<file path="config.mk">
export PLATFORM = sky130hd
export DESIGN_NAME = ctx_access_seq
export DESIGN_NICKNAME = d
export VERILOG_FILES = /design/src/rtl/ctx_seq_pkg.sv /design/src/rtl/ctx_decode.sv /design/src/rtl/ctx_stage_pipe.sv /design/src/rtl/ctx_access_seq.sv
export SDC_FILE = /design/constraint.sdc
export NUM_CORES = 1
export LEC_CHECK = 0
export BUFFER_PORTS_ARGS = -buffer_cell sky130_fd_sc_hd__buf_2
export CORE_MARGIN = 1.5
export CORE_UTILIZATION = 39
export DETAILED_ROUTE_END_ITERATION = 10
export PLACE_DENSITY = 0.71
export SYNTH_ARGS = -nofsm -noshare
export SYNTH_HDL_FRONTEND = slang
export SYNTH_SLANG_ARGS = --single-unit
</file>
<file path="constraint.sdc">
create_clock -name clk -period 1.3 [get_ports clk]
set_clock_uncertainty 0.05 [all_clocks]
set_input_delay 0.13 -clock clk [delete_from_list [all_inputs] [get_ports clk]]
set_output_delay 0.13 -clock clk [all_outputs]
set_load 0.02 [all_outputs]
</file>
<file path="src/rtl/ctx_seq_pkg.sv">
package ctx_seq_pkg;

  localparam int ACT_W = 7;
  localparam int N_STG = 4;

  localparam int A_AG   = 0;
  localparam int A_TAG  = 1;
  localparam int A_DALL = 2;
  localparam int A_DONE = 3;
  localparam int A_SCHK = 4;
  localparam int A_SDAT = 5;
  localparam int A_FMT  = 6;

  typedef enum logic [3:0] {
    C_L0 = 4'd0, C_L1 = 4'd1, C_L2 = 4'd2,  C_L3 = 4'd3,
    C_L4 = 4'd4, C_L5 = 4'd5, C_L6 = 4'd6,  C_L7 = 4'd7,
    C_S0 = 4'd8, C_S1 = 4'd9, C_S2 = 4'd10, C_S3 = 4'd11
  } acc_case_e;

  // Strobe vector for one case in one stage (0 = EX .. 3 = DC3).
  function automatic logic [ACT_W-1:0] stage_actions(input acc_case_e c,
                                                      input logic nz,
                                                      input int unsigned stg);
    logic [ACT_W-1:0] a;
    a = '0;
    case (c)
      C_L0: case (stg)
              0: a[A_AG] = 1'b1;
              1: begin a[A_TAG] = 1'b1; a[A_DALL] = 1'b1; end
              2: a[A_FMT] = 1'b1;
              default: ;
            endcase
      C_L1: case (stg)
              0: begin a[A_TAG] = 1'b1; a[A_DALL] = 1'b1; end
              1: a[A_FMT] = 1'b1;
              default: ;
            endcase
      C_L2: case (stg)
              0: a[A_TAG] = 1'b1;
              1: a[A_DONE] = 1'b1;
              2: a[A_FMT] = 1'b1;
              default: ;
            endcase
      C_L3: case (stg)
              0: a[A_AG] = 1'b1;
              1: a[A_TAG] = 1'b1;
              2: a[A_DONE] = 1'b1;
              3: a[A_FMT] = 1'b1;
              default: ;
            endcase
      C_L4: case (stg)
              0: begin a[A_SCHK] = 1'b1; a[A_DONE] = 1'b1; end
              1: a[A_FMT] = 1'b1;
              default: ;
            endcase
      C_L5: case (stg)
              0: a[A_SCHK] = 1'b1;
              1: a[A_DONE] = 1'b1;
              2: a[A_FMT] = 1'b1;
              default: ;
            endcase
      C_L6: if (stg == 0) begin
              a[A_SCHK] = 1'b1; a[A_SDAT] = 1'b1; a[A_FMT] = 1'b1;
            end
      C_L7: case (stg)
              0: a[A_SCHK] = 1'b1;
              1: begin a[A_SDAT] = 1'b1; a[A_FMT] = 1'b1; end
              default: ;
            endcase
      C_S0: case (stg)
              0: a[A_AG] = 1'b1;
              1: a[A_TAG] = 1'b1;
              2: a[A_DONE] = 1'b1;
              default: ;
            endcase
      C_S1: case (stg)
              0: a[A_TAG] = 1'b1;
              1: a[A_DONE] = 1'b1;
              default: ;
            endcase
      C_S2: case (stg)
              0: a[A_SCHK] = 1'b1;
              1: a[A_DONE] = 1'b1;
              default: ;
            endcase
      C_S3: case (stg)
              0: a[A_SCHK] = 1'b1;
              1: begin a[A_DONE] = 1'b1; a[A_SDAT] = 1'b1; end
              default: ;
            endcase
      default: ;
    endcase
    if (stg == 0 && nz &&
        (c inside {C_L2, C_L4, C_L5, C_L6, C_L7, C_S2, C_S3}))
      a[A_AG] = 1'b1;
    return a;
  endfunction

endpackage

</file>
<file path="src/rtl/ctx_decode.sv">
module ctx_decode import ctx_seq_pkg::*; #(
  parameter int IMM_W  = 16,
  parameter int ENT_W  = 2,
  parameter int ADDR_W = 32
) (
  input  logic              is_store,
  input  logic [IMM_W-1:0]  imm,
  input  logic              tag_hit,
  input  logic              word_hit,
  output acc_case_e         case_o,
  output logic [ENT_W-1:0]  ent_o,
  output logic [ADDR_W-1:0] disp_o,
  output logic              nz_o
);
  localparam int DISP_W = IMM_W - 2 - ENT_W;

  logic [1:0]        code;
  logic [ENT_W-1:0]  ent;
  logic [DISP_W-1:0] dsh;
  logic              strided;

  assign code    = imm[IMM_W-1 -: 2];
  assign ent     = imm[IMM_W-3 -: ENT_W];
  assign dsh     = imm[DISP_W-1:0];
  assign strided = |ent;
  assign disp_o  = {{(ADDR_W-DISP_W){dsh[DISP_W-1]}}, dsh};
  assign nz_o    = |dsh;

  always_comb begin
    if (is_store) begin
      if (strided && tag_hit)  case_o = acc_case_e'({3'b101, code[0]});
      else if (strided)        case_o = C_S0;
      else                     case_o = acc_case_e'({3'b100, code[0]});
    end else begin
      if (!strided)                       case_o = acc_case_e'({2'b00, code});
      else if (!tag_hit)                  case_o = C_L0;
      else if (code[1] && !word_hit)      case_o = C_L5;
      else                                case_o = acc_case_e'({2'b01, code});
    end
  end

  always_comb begin
    if (case_o inside {C_L4, C_L5, C_L6, C_L7, C_S2, C_S3}) ent_o = ent;
    else                                                  ent_o = '0;
  end

endmodule

</file>
<file path="src/rtl/ctx_stage_pipe.sv">
module ctx_stage_pipe import ctx_seq_pkg::*; #(
  parameter int ENT_W  = 2,
  parameter int ADDR_W = 32
) (
  input  logic                         clk,
  input  logic                         rst,
  input  logic                         adv,
  input  logic                         issue,
  input  acc_case_e                    in_case,
  input  logic                         in_nz,
  input  logic [ENT_W-1:0]             in_ent,
  input  logic [ADDR_W-1:0]            in_disp,
  output logic [N_STG-1:0][ACT_W-1:0]  act_o,
  output logic [ENT_W-1:0]             ent_o,
  output logic [ADDR_W-1:0]            disp_o,
  output logic                         dz_o
);
  logic [N_STG-1:0] vld_w;
  logic [N_STG-1:0] nz_w;
  acc_case_e        case_w [N_STG];

  for (genvar g = 0; g < N_STG; g++) begin : g_stg
    logic             nxt_vld, nxt_nz, vld_r, nz_r;
    acc_case_e        nxt_case, case_r;
    logic [ACT_W-1:0] act_r;

    if (g == 0) begin : g_head
      assign nxt_vld  = issue;
      assign nxt_case = in_case;
      assign nxt_nz   = in_nz;
    end else begin : g_tail
      assign nxt_vld  = vld_w[g-1];
      assign nxt_case = case_w[g-1];
      assign nxt_nz   = nz_w[g-1];
    end

    always_ff @(posedge clk) begin
      if (rst) begin
        vld_r  <= 1'b0;
        nz_r   <= 1'b0;
        case_r <= C_L0;
        act_r  <= '0;
      end else begin
        act_r <= '0;
        if (adv) begin
          vld_r  <= nxt_vld;
          nz_r   <= nxt_nz;
          case_r <= nxt_case;
          if (nxt_vld) act_r <= stage_actions(nxt_case, nxt_nz, g);
        end
      end
    end

    assign vld_w[g]  = vld_r;
    assign nz_w[g]   = nz_r;
    assign case_w[g] = case_r;
    assign act_o[g]  = act_r;

    assert_strobe_needs_slot_R8: assert property (@(posedge clk) disable iff (rst)
      (act_r != '0) |-> vld_r);
    assert_store_no_fmt_R4: assert property (@(posedge clk) disable iff (rst)
      (act_r[A_DALL] || act_r[A_FMT]) |-> !(case_r inside {C_S0, C_S1, C_S2, C_S3}));
    assert_data_exclusive_R3: assert property (@(posedge clk) disable iff (rst)
      $onehot0({act_r[A_DALL], act_r[A_DONE]}));
    assert_tag_kind_R5: assert property (@(posedge clk) disable iff (rst)
      !(act_r[A_TAG] && act_r[A_SCHK]));
  end

  always_ff @(posedge clk) begin
    if (rst) begin
      ent_o  <= '0;
      disp_o <= '0;
      dz_o   <= 1'b0;
    end else if (adv) begin
      ent_o  <= issue ? in_ent  : '0;
      disp_o <= issue ? in_disp : '0;
      dz_o   <= issue && !in_nz;
    end
  end

endmodule

</file>
<file path="src/rtl/ctx_access_seq.sv">
module ctx_access_seq import ctx_seq_pkg::*; #(
  parameter int IMM_W  = 16,
  parameter int ENT_W  = 2,
  parameter int ADDR_W = 32
) (
  input  logic              clk,
  input  logic              rst,
  input  logic              pipe_adv,
  input  logic              issue_valid,
  input  logic              issue_store,
  input  logic [IMM_W-1:0]  issue_imm,
  input  logic              stride_tag_hit,
  input  logic              stride_word_hit,
  output logic [ACT_W-1:0]  act_ex_o,
  output logic [ACT_W-1:0]  act_dc1_o,
  output logic [ACT_W-1:0]  act_dc2_o,
  output logic [ACT_W-1:0]  act_dc3_o,
  output logic [ENT_W-1:0]  entry_o,
  output logic [ADDR_W-1:0] disp_o,
  output logic              disp_zero_o
);
  acc_case_e                   dec_case;
  logic [ENT_W-1:0]            dec_ent;
  logic [ADDR_W-1:0]           dec_disp;
  logic                        dec_nz;
  logic [N_STG-1:0][ACT_W-1:0] act;

  ctx_decode #(.IMM_W(IMM_W), .ENT_W(ENT_W), .ADDR_W(ADDR_W)) dec_i (
    .is_store (issue_store),
    .imm      (issue_imm),
    .tag_hit  (stride_tag_hit),
    .word_hit (stride_word_hit),
    .case_o   (dec_case),
    .ent_o    (dec_ent),
    .disp_o   (dec_disp),
    .nz_o     (dec_nz)
  );

  ctx_stage_pipe #(.ENT_W(ENT_W), .ADDR_W(ADDR_W)) pipe_i (
    .clk     (clk),
    .rst     (rst),
    .adv     (pipe_adv),
    .issue   (issue_valid),
    .in_case (dec_case),
    .in_nz   (dec_nz),
    .in_ent  (dec_ent),
    .in_disp (dec_disp),
    .act_o   (act),
    .ent_o   (entry_o),
    .disp_o  (disp_o),
    .dz_o    (disp_zero_o)
  );

  assign act_ex_o  = act[0];
  assign act_dc1_o = act[1];
  assign act_dc2_o = act[2];
  assign act_dc3_o = act[3];

  assert_stall_quiet_R9: assert property (@(posedge clk) disable iff (rst)
    !pipe_adv |=> (act_ex_o == '0 && act_dc1_o == '0 && act_dc2_o == '0 && act_dc3_o == '0));

endmodule

</file>
==> results.toml <==
[run_status]
status = "complete, no violations"

[floorplan]
num_io_pins = 86
core_um2 = 4750
dieArea_um2 = 5400
start_util_pct = 40.8
die-width_um = 73.5
die_h_um = 73.5
rows = 25

[finish]
final.fill_count = 481
drive_above_1_share_pct = 39.0
diodes = 0
design_area_um2 = 2280
syn_to_final_growth_pct = 17.8
instances_no_fill = 318
fin_nets = 273
postLayoutCoreUtil_pct = 48.0

[global_routing]
track_usage_pct = 14.6
antenna_found_initial = 0
overflow = 0
grt_max_degree = 23
grt_pass1_wl_um = 6070
grt_pass1_vias = 1317

[setup_path]
arrival_ps = 990
max_stage_delay_ps = 480
worstSetupEndpointType = "output port"
path_cells = "buf_2"
timing.critical_path.buf_inv = 1
crit_path_start_kind = "flip-flop"
cp.required_ps = 1120
critPathKind = "reg -> out"
cp_max_fo = 22
crit_family = "flip-flops"
critPathSlowestCell = "dfxtp_2"

[worst_hold_path]
hold_class = "in -> reg"

[logic_synthesis]
synth_ff_type = "dfxtp_1"
yosysTopAreaCellShare_pct = 45.4
synth_edf_count = 0
syn_avg_cell_area_um2 = 9.89
post-synth-top-area-cell = "dfxtp_1"
synth_area_um2 = 1940
synth_common_cells = "dfxtp_1 (44), buf_4 (37), nor2_1 (15)"
ys_warn_count = 0
syn_inst = 196
yosysSeqAreaShare_pct = 45.4
synthTopCellsByArea = "dfxtp_1 (45%), buf_4 (14%), a22o_1 (5.9%)"
synth_cell_type_count = 42
synth.most_common_cell = "dfxtp_1"
synth-async-reset-ratio_pct = 0
synth-seq-cells = 44

[drt]
vias = 1478
avgViaCountPerCell = 4.65
wirelength_um = 3810
wire_per_inst_um = 12.0
drt_iter0_markers = 59
ant_nets = 0
first_pass_iters = 4
drc = 0

[clock_tree]
htreeDepth = 2
clockRootBuffer = "clkbuf_8"
cts_tree = "built"
clk_pin_slew_ps = 90
cts-buffers-inserted = 5
clock_latency_ps = 290
cts_buffer_depth = 2
postCtsHoldBufs = 0
clock_sinks = 44

[power]
p_clk_share_pct = 37.5
p_sw_share_pct = 26.1
combinationalPowerShare_pct = 12.8
leakagePower_nw = 1.12
power.total_mw = 2.84
ir_worst_vdd_mv = 0.547
netSwitchingPower_mw = 0.741
p_int_mw = 2.10
power_density_nw_per_um2 = 1250
p_seq_share_pct = 49.7

[timing]
hold_slack_ps = 14.0
finalHoldViolCount = 0
rsz0062_at_grt = "no"
setup_tns_ps = 0
fin_crit_ps = 1170
fin_crit_sh_pct = 90.3
fmax_ghz = 0.851
final.setup.worst_slack_ps = 125
final_max_slew_viol_count = 0
setup_viol = 0

[placement]
io_buffers = 72
dp_slack_ps = 99.4
placed_cells = 310
place_congestion = 0.738
hpwl_um = 2840
placed_area_um2 = 2170

[flow_run]
cap_violations = 0
[cell usage in the layout (no fill, tap or decap), types with 3 or more instances in the layout]
cell / synthesis / layout
a21oi_1: 4 / 4
a22o_1: 13 / 13
buf_2: 5 / 72
buf_4: 37 / 10
clkbuf_8: 0 / 5
conb_1: 1 / 13
dfxtp_1: 44 / 43
mux2i_1: 10 / 10
nand2_1: 12 / 12
nor2_1: 15 / 15
nor2b_1: 3 / 3
nor3_1: 4 / 4
nor4_1: 5 / 5
[metal layers]
layer	vias up	track usage [%]	wire (um)
li1	746	-	-
met1	690	19.6	1790
met2	36	22.9	1800
met3	6	3.29	151
met4	0	5.35	61
met5	-	0	0
[power groups by stage]
stage | combinational, mW | sequential [mW] | clock (mW)
3_3_place_gp | 0.362 | 1.44 | 0
6_report | 0.364 | 1.41 | 1.06
4_1_cts | 0.365 | 1.41 | 1.10
2_1_floorplan | 0.287 | 1.46 | 0
5_1_grt | 0.395 | 1.42 | 1.15
3_5_place_dp | 0.363 | 1.44 | 0
[registers in the layout (all words and copies together), names as in the netlist]
signal	cells
pipe_i.g_stg.vld_r	3
pipe_i.g_stg.act_r	14
pipe_i.ent_o	2
pipe_i.disp_o	12
pipe_i.g_stg.case_r	12
pipe_i.dz_o	1
[cells by family (layout without fill, tap and decap cells)]
kind of cell    after synthesis  count (layout)  share of synthesized area [%]
compound gates               36              36                           15.6
mux                          10              10                           5.16
flops                        44              44                           45.4
other cells                   1              13                          0.193
xor+xnor                      2               2                          0.904
simple gates                 54              54                           14.9
buf+inv                      49              92                           17.8
[area by class of cell]
| class | count | area (um2) | share of cell area, % |
|---|---|---|---|
| Clock buffer | 5 | 68.8 | 3.02 |
| Clock inverter | 3 | 46.3 | 2.03 |
| Inverter | 2 | 7.51 | 0.329 |
| Multi-Input combinational cell | 115 | 758 | 33.2 |
| Sequential cell | 44 | 882 | 38.7 |
| Tap cell | 67 | 83.8 | 3.67 |
| Timing Repair Buffer | 82 | 435 | 19.1 |
[timing repair]
item,CTS,global route
endpoints found under the setup margin,21,0
buffers inserted,0,0
gates resized for setup,1,0
[worst paths after layout]
path	startpoint	to	slack, ps	cells past startpoint
worst max-delay path	pipe_i.disp_o[30]	disp_o[31]	130	1
worst max register to register	pipe_i.g_stg[0].case_r[1]	pipe_i.g_stg[1].act_r[3]	130	2
worst min register to register	pipe_i.g_stg[2].case_r[2]	pipe_i.g_stg[3].act_r[6]	380	1
worst min-delay path	issue_imm[7]	pipe_i.disp_o[7]	10	2
No activity file was read; power rests on OpenSTA's default activity.
